## src/rtl/rfr_pkg.sv

```systemverilog
package rfr_pkg;

   // Width of a counter that must hold values 0 .. n-1.
   function automatic int unsigned cnt_w(input longint unsigned n);
      return (n < 2) ? 1 : $clog2(n);
   endfunction

   // True when n is a power of two (used to pick a wrap variant).
   function automatic bit is_pow2(input longint unsigned n);
      return (n != 0) && ((n & (n - 1)) == 0);
   endfunction

endpackage

```

## src/rtl/rfr_interval_timer.sv

```systemverilog
module rfr_interval_timer
   import rfr_pkg::*;
#(
   parameter int unsigned INTERVAL = 1560
) (
   input  logic clk,
   input  logic rst_n,
   output logic tick
);
   localparam int unsigned CW = cnt_w(INTERVAL);
   localparam logic [CW-1:0] LAST = CW'(INTERVAL - 1);

   logic [CW-1:0] cnt_q;

   assign tick = (cnt_q == LAST);

   always_ff @(posedge clk or negedge rst_n) begin
      if (!rst_n)
         cnt_q <= '0;
      else if (tick)
         cnt_q <= '0;
      else
         cnt_q <= cnt_q + 1'b1;
   end

   // Counter stays inside 0 .. INTERVAL-1
   p_cnt_range_r2: assert property (@(posedge clk) disable iff (!rst_n)
      cnt_q <= LAST);

   // After an expiry the count restarts from zero
   p_restart_r2: assert property (@(posedge clk) disable iff (!rst_n)
      tick |=> (cnt_q == '0));
endmodule

```

## src/rtl/rfr_row_counter.sv

```systemverilog
module rfr_row_counter
   import rfr_pkg::*;
#(
   parameter int unsigned ROWS = 8192,
   parameter int unsigned RW   = cnt_w(ROWS)
) (
   input  logic          clk,
   input  logic          rst_n,
   input  logic          adv,
   output logic [RW-1:0] row
);
   localparam logic [RW-1:0] TOP = RW'(ROWS - 1);

   logic [RW-1:0] row_q;
   logic [RW-1:0] row_nx;

   generate
      if (is_pow2(ROWS)) begin : g_wrap_free
         assign row_nx = row_q + 1'b1;
      end else begin : g_wrap_cmp
         assign row_nx = (row_q == TOP) ? '0 : row_q + 1'b1;
      end
   endgenerate

   always_ff @(posedge clk or negedge rst_n) begin
      if (!rst_n)
         row_q <= '0;
      else if (adv)
         row_q <= row_nx;
   end

   assign row = row_q;

   // A fired refresh moves the pointer one row on, wrapping at the top
   p_row_step_r3: assert property (@(posedge clk) disable iff (!rst_n)
      adv |=> (row_q == (($past(row_q) == TOP) ? '0 : $past(row_q) + 1'b1)));

   // The pointer holds when no refresh was fired
   p_row_hold_r3: assert property (@(posedge clk) disable iff (!rst_n)
      !adv |=> $stable(row_q));

   p_row_range_r3: assert property (@(posedge clk) disable iff (!rst_n)
      row_q <= TOP);
endmodule

```

## src/rtl/rfr_slot_arbiter.sv

```systemverilog
module rfr_slot_arbiter
   import rfr_pkg::*;
#(
   parameter int unsigned MAX_DEFER = 64
) (
   input  logic clk,
   input  logic rst_n,
   input  logic tick,
   input  logic txn_busy,
   input  logic slot_open,
   input  logic client_req,
   output logic fire,
   output logic client_grant
);
   localparam int unsigned AW = cnt_w(MAX_DEFER + 2);
   localparam logic [AW-1:0] AGE_LIM = AW'(MAX_DEFER);
   localparam logic [AW-1:0] AGE_SAT = AW'(MAX_DEFER + 1);

   logic owed_q;
   logic slot_free;

   assign slot_free    = slot_open & ~txn_busy;
   assign fire         = owed_q & slot_free;
   assign client_grant = client_req & slot_free & ~fire;

   // Single owed flag: a fresh expiry re-arms it even in the firing cycle
   always_ff @(posedge clk or negedge rst_n) begin
      if (!rst_n)
         owed_q <= 1'b0;
      else if (tick)
         owed_q <= 1'b1;
      else if (fire)
         owed_q <= 1'b0;
   end

   // Age of the owed refresh, kept for the deferral bound check
   logic [AW-1:0] age_q;
   always_ff @(posedge clk or negedge rst_n) begin
      if (!rst_n)
         age_q <= '0;
      else if (fire || !owed_q)
         age_q <= '0;
      else if (age_q != AGE_SAT)
         age_q <= age_q + 1'b1;
   end

   p_defer_bound_r9: assert property (@(posedge clk) disable iff (!rst_n)
      age_q <= AGE_LIM);

   p_no_fire_busy_r4: assert property (@(posedge clk) disable iff (!rst_n)
      txn_busy |-> !fire);

   p_fire_needs_slot_r7: assert property (@(posedge clk) disable iff (!rst_n)
      fire |-> slot_open);

   p_refresh_first_r6: assert property (@(posedge clk) disable iff (!rst_n)
      !(fire && client_grant));

   p_owed_after_tick_r2: assert property (@(posedge clk) disable iff (!rst_n)
      tick |=> owed_q);

   // Without a new expiry, a fired refresh leaves nothing owed
   p_single_owed_r8: assert property (@(posedge clk) disable iff (!rst_n)
      (fire && !tick) |=> !owed_q);
endmodule

```

## src/rtl/deferred_refresh_sched.sv

```systemverilog
module deferred_refresh_sched
   import rfr_pkg::*;
#(
   parameter int unsigned ROWS       = 8192,
   parameter int unsigned INTERVAL   = 1560,
   parameter int unsigned MAX_DEFER  = 64,
   parameter longint unsigned RETAIN = 64'd12_800_000,
   parameter int unsigned RW         = cnt_w(ROWS)
) (
   input  logic          clk,
   input  logic          rst_n,
   input  logic          txn_busy,
   input  logic          slot_open,
   input  logic          client_req,
   output logic          rfr_fire,
   output logic [RW-1:0] rfr_row,
   output logic          client_grant
);
   localparam longint unsigned SWEEP = longint'(ROWS) * longint'(INTERVAL);
   localparam longint unsigned WORST = SWEEP + longint'(MAX_DEFER);

   generate
      if (ROWS < 2) begin : g_bad_rows
         $error("deferred_refresh_sched: ROWS must be at least 2");
      end
      if (INTERVAL < 2) begin : g_bad_interval
         $error("deferred_refresh_sched: INTERVAL must be at least 2");
      end
      if (RW < cnt_w(ROWS)) begin : g_bad_rw
         $error("deferred_refresh_sched: RW too narrow for ROWS");
      end
      if (WORST > RETAIN) begin : g_no_slack
         $error("deferred_refresh_sched: sweep plus deferral exceeds retention");
      end
   endgenerate

   logic tick;

   rfr_interval_timer #(
      .INTERVAL (INTERVAL)
   ) u_timer (
      .clk   (clk),
      .rst_n (rst_n),
      .tick  (tick)
   );

   rfr_slot_arbiter #(
      .MAX_DEFER (MAX_DEFER)
   ) u_arb (
      .clk          (clk),
      .rst_n        (rst_n),
      .tick         (tick),
      .txn_busy     (txn_busy),
      .slot_open    (slot_open),
      .client_req   (client_req),
      .fire         (rfr_fire),
      .client_grant (client_grant)
   );

   rfr_row_counter #(
      .ROWS (ROWS),
      .RW   (RW)
   ) u_rows (
      .clk   (clk),
      .rst_n (rst_n),
      .adv   (rfr_fire),
      .row   (rfr_row)
   );

   // Port-level view: a busy group never sees a refresh read
   p_top_quiet_busy_r4: assert property (@(posedge clk) disable iff (!rst_n)
      txn_busy |-> !rfr_fire);
endmodule

```

## config.mk

```make
export PLATFORM = sky130hd
export DESIGN_NAME = deferred_refresh_sched
export DESIGN_NICKNAME = d
export VERILOG_FILES = /design/src/rtl/rfr_pkg.sv /design/src/rtl/rfr_interval_timer.sv /design/src/rtl/rfr_row_counter.sv /design/src/rtl/rfr_slot_arbiter.sv /design/src/rtl/deferred_refresh_sched.sv
export SDC_FILE = /design/constraint.sdc
export NUM_CORES = 1
export LEC_CHECK = 0
export CAP_MARGIN = 20
export CORE_MARGIN = 4
export CORE_UTILIZATION = 65
export DETAILED_ROUTE_END_ITERATION = 12
export DONT_BUFFER_PORTS = 1
export GPL_ROUTABILITY_DRIVEN = 0
export PLACE_DENSITY = 0.78
export SLEW_MARGIN = 20
export SYNTH_ARGS = -nofsm -noshare
export SYNTH_HDL_FRONTEND = slang
export SYNTH_SLANG_ARGS = --single-unit
```

## constraint.sdc

```tcl
create_clock -name clk -period 2.41 [get_ports clk]
set_input_delay 0 -clock clk [delete_from_list [all_inputs] [get_ports clk]]
set_output_delay 0 -clock clk [all_outputs]
set_load 0.05 [all_outputs]
```

# Word level (Yosys, flattened, before mapping)

Cells that the tools add are included.

Bits in registers: 25
Input port bits: 5
Output and inout port bits: 15
Logic and storage cells: 16

$add $sub $neg: 2
Equality and inequality tests: 1
Multiplexer cells: 3
Bitwise logic cells: 6
Reductions and logical operators: 1

Operators with widths:

| kind                  | count |
|---|---|
| $add 13x1->13 const B | 1 |
| $add 11x1->11 const B | 1 |
| $eq 11x11->1 const B  | 1 |
| $mux 11               | 1 |
| $and 1x1->1           | 4 |
| $mux 1                | 2 |
| $not 1->1             | 2 |
| $reduce_bool 2->1     | 1 |

# Depth between registers and ports, before layout

Gate-level depths: netlist of the first run.

Depth in word-level cells: 5
Mapped depth: 4
Depth with buffers taken out: 4

# Hierarchy

From an unflattened synthesis of the first run, not the netlist that was laid out.

Cells, all modules: 98
Area, all modules: 1158.6 µm²

By module, submodules not included:

| module             | times used | cells each | area an instance (µm²) | sequential area each (µm²) |
|---|---|---|---|---|
| rfr_row_counter    | 1          | 43         | 563.0                  | 325.3 |
| rfr_interval_timer | 1          | 49         | 529.3                  | 275.3 |
| rfr_slot_arbiter   | 1          | 6          | 66.3                   | 25.0 |

# Worst setup path before layout of the first run

OpenSTA, ideal clock, no wires.

Path type: flip-flop to flip-flop
Start point: reg u_rows.row_q[0] (netlist: u_rows.row[0])
End point: reg u_rows.row_q[10] (netlist: u_rows.row[10])
Library setup time: 0.144 ns
Arrival: 1.496 ns
Required time: 2.266 ns
Slack: 0.770 ns
Stages on the path, launching flop included: 5
Path buffers: 0
Clock period less this slack: 1.640 ns
Cells stage by stage: dfrtp_1 > ha_1 > nand4_1 > nor4_1 > xor2_1

Longest elaborated chain between the ends: 1

RTL lines:

| what                     | RTL line              | source |
|---|---|---|
| start: declaration       | rfr_row_counter.sv:14 | `logic [RW-1:0] row_q;` |
| start signal: assignment | rfr_row_counter.sv:29 | `row_q <= row_nx;` |
| $add 13x1->13            | rfr_row_counter.sv:19 | `assign row_nx = row_q + 1'b1;` |

No other way between the ends.
A chain may end at the register's enable or synchronous reset.

# Worst setup path after layout of the first run

Start point: reg u_rows.row_q[5] (netlist: u_rows.row[5])
End point: reg u_rows.row_q[10] (netlist: u_rows.row[10])

Same word-level chain as after synthesis.

==> results of run 1 <==
==> flip-flops by register name, indices dropped and copies added, names as in the netlist <==
name,flops
u_arb.owed_q,1
u_timer.cnt_q,11
u_rows.row,13
==> cell type report <==
class | instances | area (um^2)
Sequential cell | 25 | 626
Clock inverter | 1 | 7.51
Timing Repair Buffer | 10 | 80.1
Clock buffer | 3 | 22.5
Inverter | 1 | 3.75
Fill cell | 98 | 305
Multi-Input combinational cell | 71 | 519
Tap cell | 24 | 30.0
==> per-layer routing <==
| layer | routed length (um) | GRT usage [%] |
|---|---|---|
| met3 | 132 | 4.73 |
| met2 | 927 | 26.1 |
| met5 | 0 | 0 |
| met1 | 979 | 24.8 |
| met4 | 33 | 6.45 |
==> per-stage QoR <==
stage / worst slack [ps] / total power, mW / cells
detailed placement: 830 / 0.433 / 127
floorplan: 770 / 0.432 / 99
global placement: 834 / 0.433 / 127
finish: 796 / 0.621 / 135
global route: 658 / 0.652 / 135
CTS: 798 / 0.629 / 134
==> power groups by stage <==
| stage | logic (mW) | registers [mW] | clock network [mW] |
|---|---|---|---|
| after floorplan | 0.00469 | 0.428 | 0 |
| after global placement | 0.00529 | 0.428 | 0 |
| after detailed placement | 0.00545 | 0.428 | 0 |
| after CTS | 0.0171 | 0.420 | 0.192 |
| after global routing | 0.0200 | 0.420 | 0.212 |
| final | 0.0175 | 0.419 | 0.184 |
==> cells in the final DEF, fill, tap and decap left out <==
cell and n:
sky130_fd_sc_hd__dfrtp_1 25, sky130_fd_sc_hd__xor2_1 13, sky130_fd_sc_hd__nand4_1 9, sky130_fd_sc_hd__nand2_1 8
sky130_fd_sc_hd__nor4_1 6, sky130_fd_sc_hd__xnor2_1 6, sky130_fd_sc_hd__nor2_1 6, sky130_fd_sc_hd__buf_4 6
sky130_fd_sc_hd__nor3_1 3, sky130_fd_sc_hd__nand3_1 3, sky130_fd_sc_hd__clkbuf_4 3, sky130_fd_sc_hd__dlygate4sd3_1 3
sky130_fd_sc_hd__a31oi_1 2, sky130_fd_sc_hd__ha_1 2, sky130_fd_sc_hd__and4bb_2 1, sky130_fd_sc_hd__nand4_2 1
sky130_fd_sc_hd__and4_2 1, sky130_fd_sc_hd__nor2b_1 1, sky130_fd_sc_hd__and3b_1 1, sky130_fd_sc_hd__nand2b_1 1
sky130_fd_sc_hd__nor3b_2 1, sky130_fd_sc_hd__inv_1 1, sky130_fd_sc_hd__o31ai_1 1, sky130_fd_sc_hd__or4_4 1
sky130_fd_sc_hd__a21oi_2 1, sky130_fd_sc_hd__nand4b_4 1, sky130_fd_sc_hd__a21o_1 1, sky130_fd_sc_hd__mux2_2 1
sky130_fd_sc_hd__clkinvlp_4 1, sky130_fd_sc_hd__buf_2 1
==> cell families after synthesis <==
| kind of cell | share of synthesized area, % |
|---|---|
| fa+ha+maj | 2.16 |
| buf+inv | 1.41 |
| compound gates | 3.14 |
| flops | 54.1 |
| mux | 0.974 |
| xor+xnor | 14.4 |
| simple gates | 23.8 |
==> worst paths after layout <==
check                                         to  depth (start not counted)          start
min in group asynchronous         u_rows.row[10]                          2          rst_n
worst max-delay path              u_rows.row[10]                          3  u_rows.row[5]
max in group asynchronous       u_timer.cnt_q[9]                          2          rst_n
worst max register to register    u_rows.row[10]                          3  u_rows.row[5]
worst min register to register     u_rows.row[0]                          1  u_rows.row[0]
worst min-delay path               u_rows.row[6]                          3      slot_open
==> synthesized netlist by cell type (all sizes together) (2+ instances only) <==
cell type | instances | area (um^2)
dfrtp | 25 | 626
xor2 | 13 | 114
nand4 | 10 | 68.8
nand2 | 8 | 30.0
nor2 | 6 | 22.5
nor4 | 6 | 37.5
xnor2 | 6 | 52.6
nand3 | 3 | 15.0
nor3 | 3 | 15.0
a31oi | 2 | 12.5
buf | 2 | 12.5
ha | 2 | 25.0
==> worst max-delay path: cells and delay by family, from the launching register on <==
| family | cells | cell delay [ps] |
|---|---|---|
| xor+xnor | 1 | 190 |
| flops | 1 | 730 |
| simple gates | 2 | 630 |
==> impl_summary.md, run 1 <==
Global routing
The global-route wire length before repair is approximately 3.4 mm. Entering global routing, the biggest net connects 26 pins. Summed over all layers, the global routing overflow is 0. The initial antenna violation count is 0.

The number of global-route vias before repair is 767. In the global route stage, overall resource usage came out at 17.6%.

Setup path
The master of the slowest instance on the critical path is sky130_fd_sc_hd__dfrtp_1. Data arrives at the worst endpoint at approximately 1900 ps. The setup check on the worst reg-to-reg path leaves a slack of ~800 ps. Traced cell by cell, the critical path runs through nand4_1 > nor4_1 > xor2_1. On the worst path, the slowest cell contributes a delay of 730 ps. The largest fanout of any net on the critical path is 4.

The critical path data required time is around 2700 ps. The path type of the worst setup path is reg -> reg. STA classifies the critical path endpoint as a flip-flop. The worst setup path is launched from a flip-flop.

Pwr
Summed over all nets, the switching power comes to between 0.1 and 0.15 mW. The maximum VDD drop is about 0.00041 V. Net switching is between 20% and 30% of the power. In this run, flip-flops and latches consume between 60% and 70% of the power. The total power density per cell area is between 400 and 500 mW/mm^2. Combinational logic is responsible for 2.8% of the overall power. Internal power comes to a little under 0.5 mW. Per report_power, the clock group accounts for 29.6% of the total.

The leakage dissipation is 0.658 nW.

STA
The smallest clock period supported by the final layout is computed as around 1600 ps. The final-report max-slew violation count is 0. At the pin with the least slew margin, the transition time is roughly 850 ps. The relative max-transition margin is a little over two fifths.

Setup repair after global routing left no endpoint under its margin. Setup violations remaining at the end of the flow were counted as 0. Timing would allow up to 620 MHz. Across the routed clock network, the largest skew measured is approximately 1.5 ps. After layout, the worst path uses around two thirds of the clock period. The minimum hold slack is between 15 and 20 ps. The total negative setup slack is 0 ps. The hold violation total from the final report is 0.

Synth
After technology mapping, the gate count stands at between 90 and 100. The post-synthesis instance area is about 0.0012 mm^2. After synthesis, flip-flops and latches occupy between 50% and 60% of the total area. The register bit count reported by yosys is 25. Dividing the synthesized area by the synthesized cell count gives approximately 12 um^2. Among all flip-flop cells after synthesis, the most frequent one is sky130_fd_sc_hd__dfrtp_1. In the synthesized netlist the async set-or-reset flop fraction comes to 100%. The Yosys warning count is 0.

Counting distinct cell types in the post-synthesis netlist gives 27. The number of nets in the synthesized netlist is between 100 and 150. The number of enable flip-flop cells after synthesis is 0.

Place
The number of buffers added on ports is 0. Once placement finished, the instance area stood at about 0.0012 mm^2. The detailed-placement wirelength estimate is ~1.5 mm.

Floorplanning
Pin placement for this block handled 20 I/O pins. The total die area is roughly 0.0025 mm^2. The initial utilization of the core area, before any placement, comes to 72.5%. In this run the standard cell core region covers about 0.0016 mm^2. The floorplan step set the die width to 50.2 um.

The chip height is 50.2 um. The number of core rows is 14.

Routing
The final route contains 807 vias. The pre-antenna-repair detailed-routing pass consisted of 4 iterations. For this run, design rule violations remaining after detail routing come to 0. Wires add up to slightly above 2 mm. In the final routed layout, each cell accounts on average for 15.4 um. The routed via count divided by cell count is between 5 and 6. The detail route stage leaves a number of antenna-violating nets equal to 0. In this run, the number of DRC markers left after iteration 0 of detailed routing was 13.

Clock network
The root buffer cell chosen for the clock tree is sky130_fd_sc_hd__clkbuf_4. The number of gates resized after CTS was 0. The TritonCTS clock tree is done. The maximum buffer depth of the clock tree is 2. The total CTS buffers is 3. After clock tree synthesis, the clock-pin slew on the worst setup and hold paths is 130 ps. CTS built an H-tree with a depth of 1. The latest clock arrival within the worst-skew pair is 310 ps.

The number of buffers inserted by post-CTS setup repair is 0. The post-cts hold buffer count is 3. The clock sink count is 25.

Status
The flow ran to the end, and the final reports show no timing, DRC or antenna violations.

Finish
Cells fill 80.8% of the core in the end. The final design area excluding fillers is ~0.0013 mm^2. The layout-stage area growth over the synthesis result is 11.5%. The repair_antennas step left the layout with diodes totalling 0. The net count of the finished layout is between 100 and 150. In the final layout, the share of cells above drive strength 1 is roughly 17%.

Run
The max-cap violation count is 0.

Hold path
The worst hold path belongs to the class in -> reg.
No activity file was read; power rests on OpenSTA's default activity.
==> run 2: changes to the inputs <==
--- a/config.mk
+++ b/config.mk
@@ -5,13 +5,14 @@
 export SDC_FILE = /design/constraint.sdc
 export NUM_CORES = 1
 export LEC_CHECK = 0
+export ABC_AREA = 1
 export CAP_MARGIN = 20
 export CORE_MARGIN = 4
-export CORE_UTILIZATION = 65
+export CORE_UTILIZATION = 55
 export DETAILED_ROUTE_END_ITERATION = 12
 export DONT_BUFFER_PORTS = 1
 export GPL_ROUTABILITY_DRIVEN = 0
-export PLACE_DENSITY = 0.78
+export PLACE_DENSITY = 0.7
 export SLEW_MARGIN = 20
 export SYNTH_ARGS = -nofsm -noshare
 export SYNTH_HDL_FRONTEND = slang
==> constraint.sdc (replaced) <==
create_clock -name clk -period 1.4 [get_ports clk]
set_input_delay 0 -clock clk [delete_from_list [all_inputs] [get_ports clk]]
set_output_delay 0 -clock clk [all_outputs]
set_load 0.05 [all_outputs]
==> impl_summary.md, run 2 <==
Setup path
The arrival time at the worst endpoint is 1510 ps (-340 ps). The critical path capture point type is a flip-flop. The largest fanout of any net on the critical path is 3 (-1). The path type of the worst setup path is reg -> reg.

The critical path data required time is 1630 ps (-1020 ps). The startpoint type of the worst setup path is a flip-flop.

STA
The top achievable clock speed came to 779 MHz (+26%). The least setup slack across all paths after layout came to 116 ps (-680 ps). The hold violation total from the final report is 0 (unchanged). The relative max-transition margin was 81.7% (+39 points). Setup repair after global routing left no endpoint under its margin. The total negative setup slack came to 0 ps (unchanged). The final-report max-slew violation count is 0 (unchanged). The transition at the pin with the smallest max-transition slack came to 272 ps (-583 ps). The post-route fraction of the period consumed by the critical path is 91.7% (+25 points).

The minimum clock period came to 1280 ps (-330 ps). The final worst clock skew is 2.61 ps (+1.15 ps). The minimum hold slack is 81.7 ps (+66.1 ps). The number of setup violations in the final report is 0 (unchanged).

Routing
The routed via count is 1094 (+36%). The wire length on met3 is 91 um (-31%). The iteration count of the initial detailed-routing pass is 4 (unchanged). The average wire per standard cell is 12.4 um (-19%). The detailed router used layers up to and including met4. The total routed wirelength is 2.65 mm (+28%). The routed via count divided by cell count is 5.11 (-14%).

The total length of routed met2 wires is 1.42 mm (+53%). The count of nets left with antenna violations after detail routing was 0 (unchanged). The DRC violation total after the first TritonRoute iteration is 23 (+10). The post-detailed-route DRC marker count is 0 (unchanged). The routed length on met1 is 1.08 mm (+10%).

Floorplanning
The chip height is 56.8 um (+13%). The starting density of the core is 58.5% (-14 points). The placeable core area is 0.00223 mm^2 (+40%). The top-level I/O count is 20 (unchanged). The horizontal extent of the die is 56.8 um (+13%).

The total die area is 0.00322 mm^2 (+28%). The number of core rows came to 17 (+3).

Clock network
The clock sink count is 25 (unchanged). The TritonCTS clock tree is done. The CTS H-tree depth is 1 (unchanged).

The latest clock arrival within the worst-skew pair is 320 ps (about the same). The maximum buffer depth of the clock tree was 2 (unchanged). The total CTS buffers is 3 (unchanged). The clock edge transition at the registers on the reported setup and hold paths was 140 ps (about the same).

In this run the clock root is driven by a sky130_fd_sc_hd__clkbuf_4.

Synth
The fraction of registers with async set or reset after synthesis was 100% (unchanged). The Yosys warning count is 0 (unchanged). The post-synthesis instance area is 0.00131 mm^2 (+13%).

The commonest cells after synthesis are 41 x sky130_fd_sc_hd__nand2_1, 25 x sky130_fd_sc_hd__dfrtp_1, 25 x sky130_fd_sc_hd__inv_1. The most repeated cell in the gate-level netlist after synthesis is sky130_fd_sc_hd__nand2_1. The area share of the largest cell type after synthesis was 47.8% (-6.3 points).

The most used flip-flop cell after synthesis is sky130_fd_sc_hd__dfrtp_1. The number of enable flip-flop cells after synthesis is 0 (unchanged). The number of nets in the synthesized netlist is 168 (+58%). The register bit count reported by yosys was 25 (unchanged). The count of mapped cells out of synthesis was 161 (+63%).

The average footprint of a synthesized cell is 8.12 um^2 (-30%). The share of synthesized area occupied by flip-flops and latches is 47.8% (-6.3 points). The library cell with the largest summed area after synthesis is sky130_fd_sc_hd__dfrtp_1.

The count of different cell masters after synthesis came to 21 (-22%). Yosys attributes the largest share of cell area to sky130_fd_sc_hd__dfrtp_1 48%, sky130_fd_sc_hd__nand2_1 12%, sky130_fd_sc_hd__inv_1 7.2%.

Global routing
The number of global-route vias before repair is 1129 (+47%). The all-layer global routing usage is 18.6% (+1.1 points). The global-route wire length before repair is 4.79 mm (+40%). The leftover overflow at the end of global routing was 0 (unchanged).

The pin count of the biggest net entering global routing was 26 (unchanged). The initial antenna violation count is 0 (unchanged).

Place
The number of buffers added on ports is 0 (unchanged). The detailed-placement wirelength estimate is 1.95 mm (+32%). The worst slack after detailed placement is 94.3 ps (-735 ps).

The number of cells in the design after placement is 204 (+61%).

Finish
The count of non-filler cells in the finished layout is 214 (+59%). From synthesis to final layout, the design area changed by 19.9%. The most common library cell in the layout ignoring fill and taps is sky130_fd_sc_hd__nand2_1. The diode insertion count for antenna repair is 0 (unchanged). The number of flip-flops in the largest register is 13 (unchanged). The share of layout cells above drive strength 1 is 21.5% (+4.4 points). Leaving out fill and tap cells, the most frequent cells in the layout are 41 x sky130_fd_sc_hd__nand2_1, 25 x sky130_fd_sc_hd__inv_1, 19 x sky130_fd_sc_hd__nor2_1, 19 x sky130_fd_sc_hd__dfrtp_1, 16 x sky130_fd_sc_hd__buf_4. The final net count is 194 (+63%).

Run
The max-cap violation count is 0 (unchanged).

Hold path
The path type of the worst min-delay path is in -> async.

Pwr
The total power density per cell area was 861 mW/mm^2 (+79%). The maximum VDD drop is 0.000740 V (+79%). The leakage dissipation is 0.829 nW (+26%).

Status
The flow ran to the end, and the final reports show no timing, DRC or antenna violations.
[run 2: cell count changes after synthesis, sizes merged, moves of 11 or more]
cell / change
nand3: +11
inv: +25
nor2: +18
nand2: +36
[run 2: kinds of logic (layout without fill, tap and decap cells)]
logic type / after synthesis / in the layout / synth area share (%)
adders and majority gates: 2 / 2 / 1.91
and+or+nand+nor: 92 / 92 / 33.4
xor gates and xnor gates: 10 / 10 / 6.70
DFF: 25 / 25 / 47.8
AOI/OAI and AO/OA: 6 / 6 / 2.68
buffers and inverters: 26 / 51 / 7.46
[run 2: what timing repair did]
item / in CTS / in global routing
setup buffers: 0 / 1
endpoints found under the hold margin: 29 / 0
hold buffers: 5 / 0
resized for setup: 0 / 1
setup endpoints to repair: 0 / 2
[run 2: worst max-delay path, stage by stage (launching register included)]
cell and delay (ps):
sky130_fd_sc_hd__dfrtp_1 430, sky130_fd_sc_hd__ha_1 220, sky130_fd_sc_hd__nand2_1 100, sky130_fd_sc_hd__inv_1 80, sky130_fd_sc_hd__nand3_2 100, sky130_fd_sc_hd__inv_1 70
sky130_fd_sc_hd__a21oi_1 130, sky130_fd_sc_hd__nor2_1 60
[run 2: final cells by class]
cell class              count  area, um^2
clock buffers               3        22.5
clock inverters             1        5.00
fillers                   174         666
inverters                  26        97.6
multi-input cells         110         594
flip-flops and latches     25         633
well taps                  28        35.0
repair buffers             21         180
[run 2: metal layers]
| layer | vias up | GRT usage [%] |
|---|---|---|
| met5 | - | 0 |
| met3 | 8 | 2.07 |
| met2 | 23 | 35.1 |
| met1 | 512 | 21.3 |
| met4 | 0 | 6.62 |
| li1 | 551 | - |
[run 2: final timing paths]
path	from	to	slack, ps	depth (start not counted)
worst max register to register	u_timer.cnt_q[0]	u_timer.cnt_q[10]	120	7
worst min-delay path	rst_n	u_rows.row[4]	80	2
worst min register to register	u_timer.cnt_q[0]	u_timer.cnt_q[0]	480	1
min in group clk	client_req	client_grant	320	2
worst max-delay path	u_timer.cnt_q[0]	u_timer.cnt_q[10]	120	7
max in group asynchronous	rst_n	u_rows.row[0]	1160	2
[run 2: through the flow]
| step | power, mW | cell area, um^2 | utilization [%] |
|---|---|---|---|
| final | 1.35 | 1570 | 70.2 |
| after global routing | 1.41 | 1570 | 70.2 |
| after CTS | 1.36 | 1560 | 69.6 |
| after detailed placement | 1.00 | 1470 | 65.7 |
| after global placement | 1.00 | 1470 | 65.7 |
| after floorplan | 0.945 | 1320 | - |
[run 2: power breakdown]
| part | switching (mW) | internal [mW] |
|---|---|---|
| clock network | 0.223 | 0.107 |
| logic | 0.168 | 0.0708 |
| registers | 0.0290 | 0.752 |
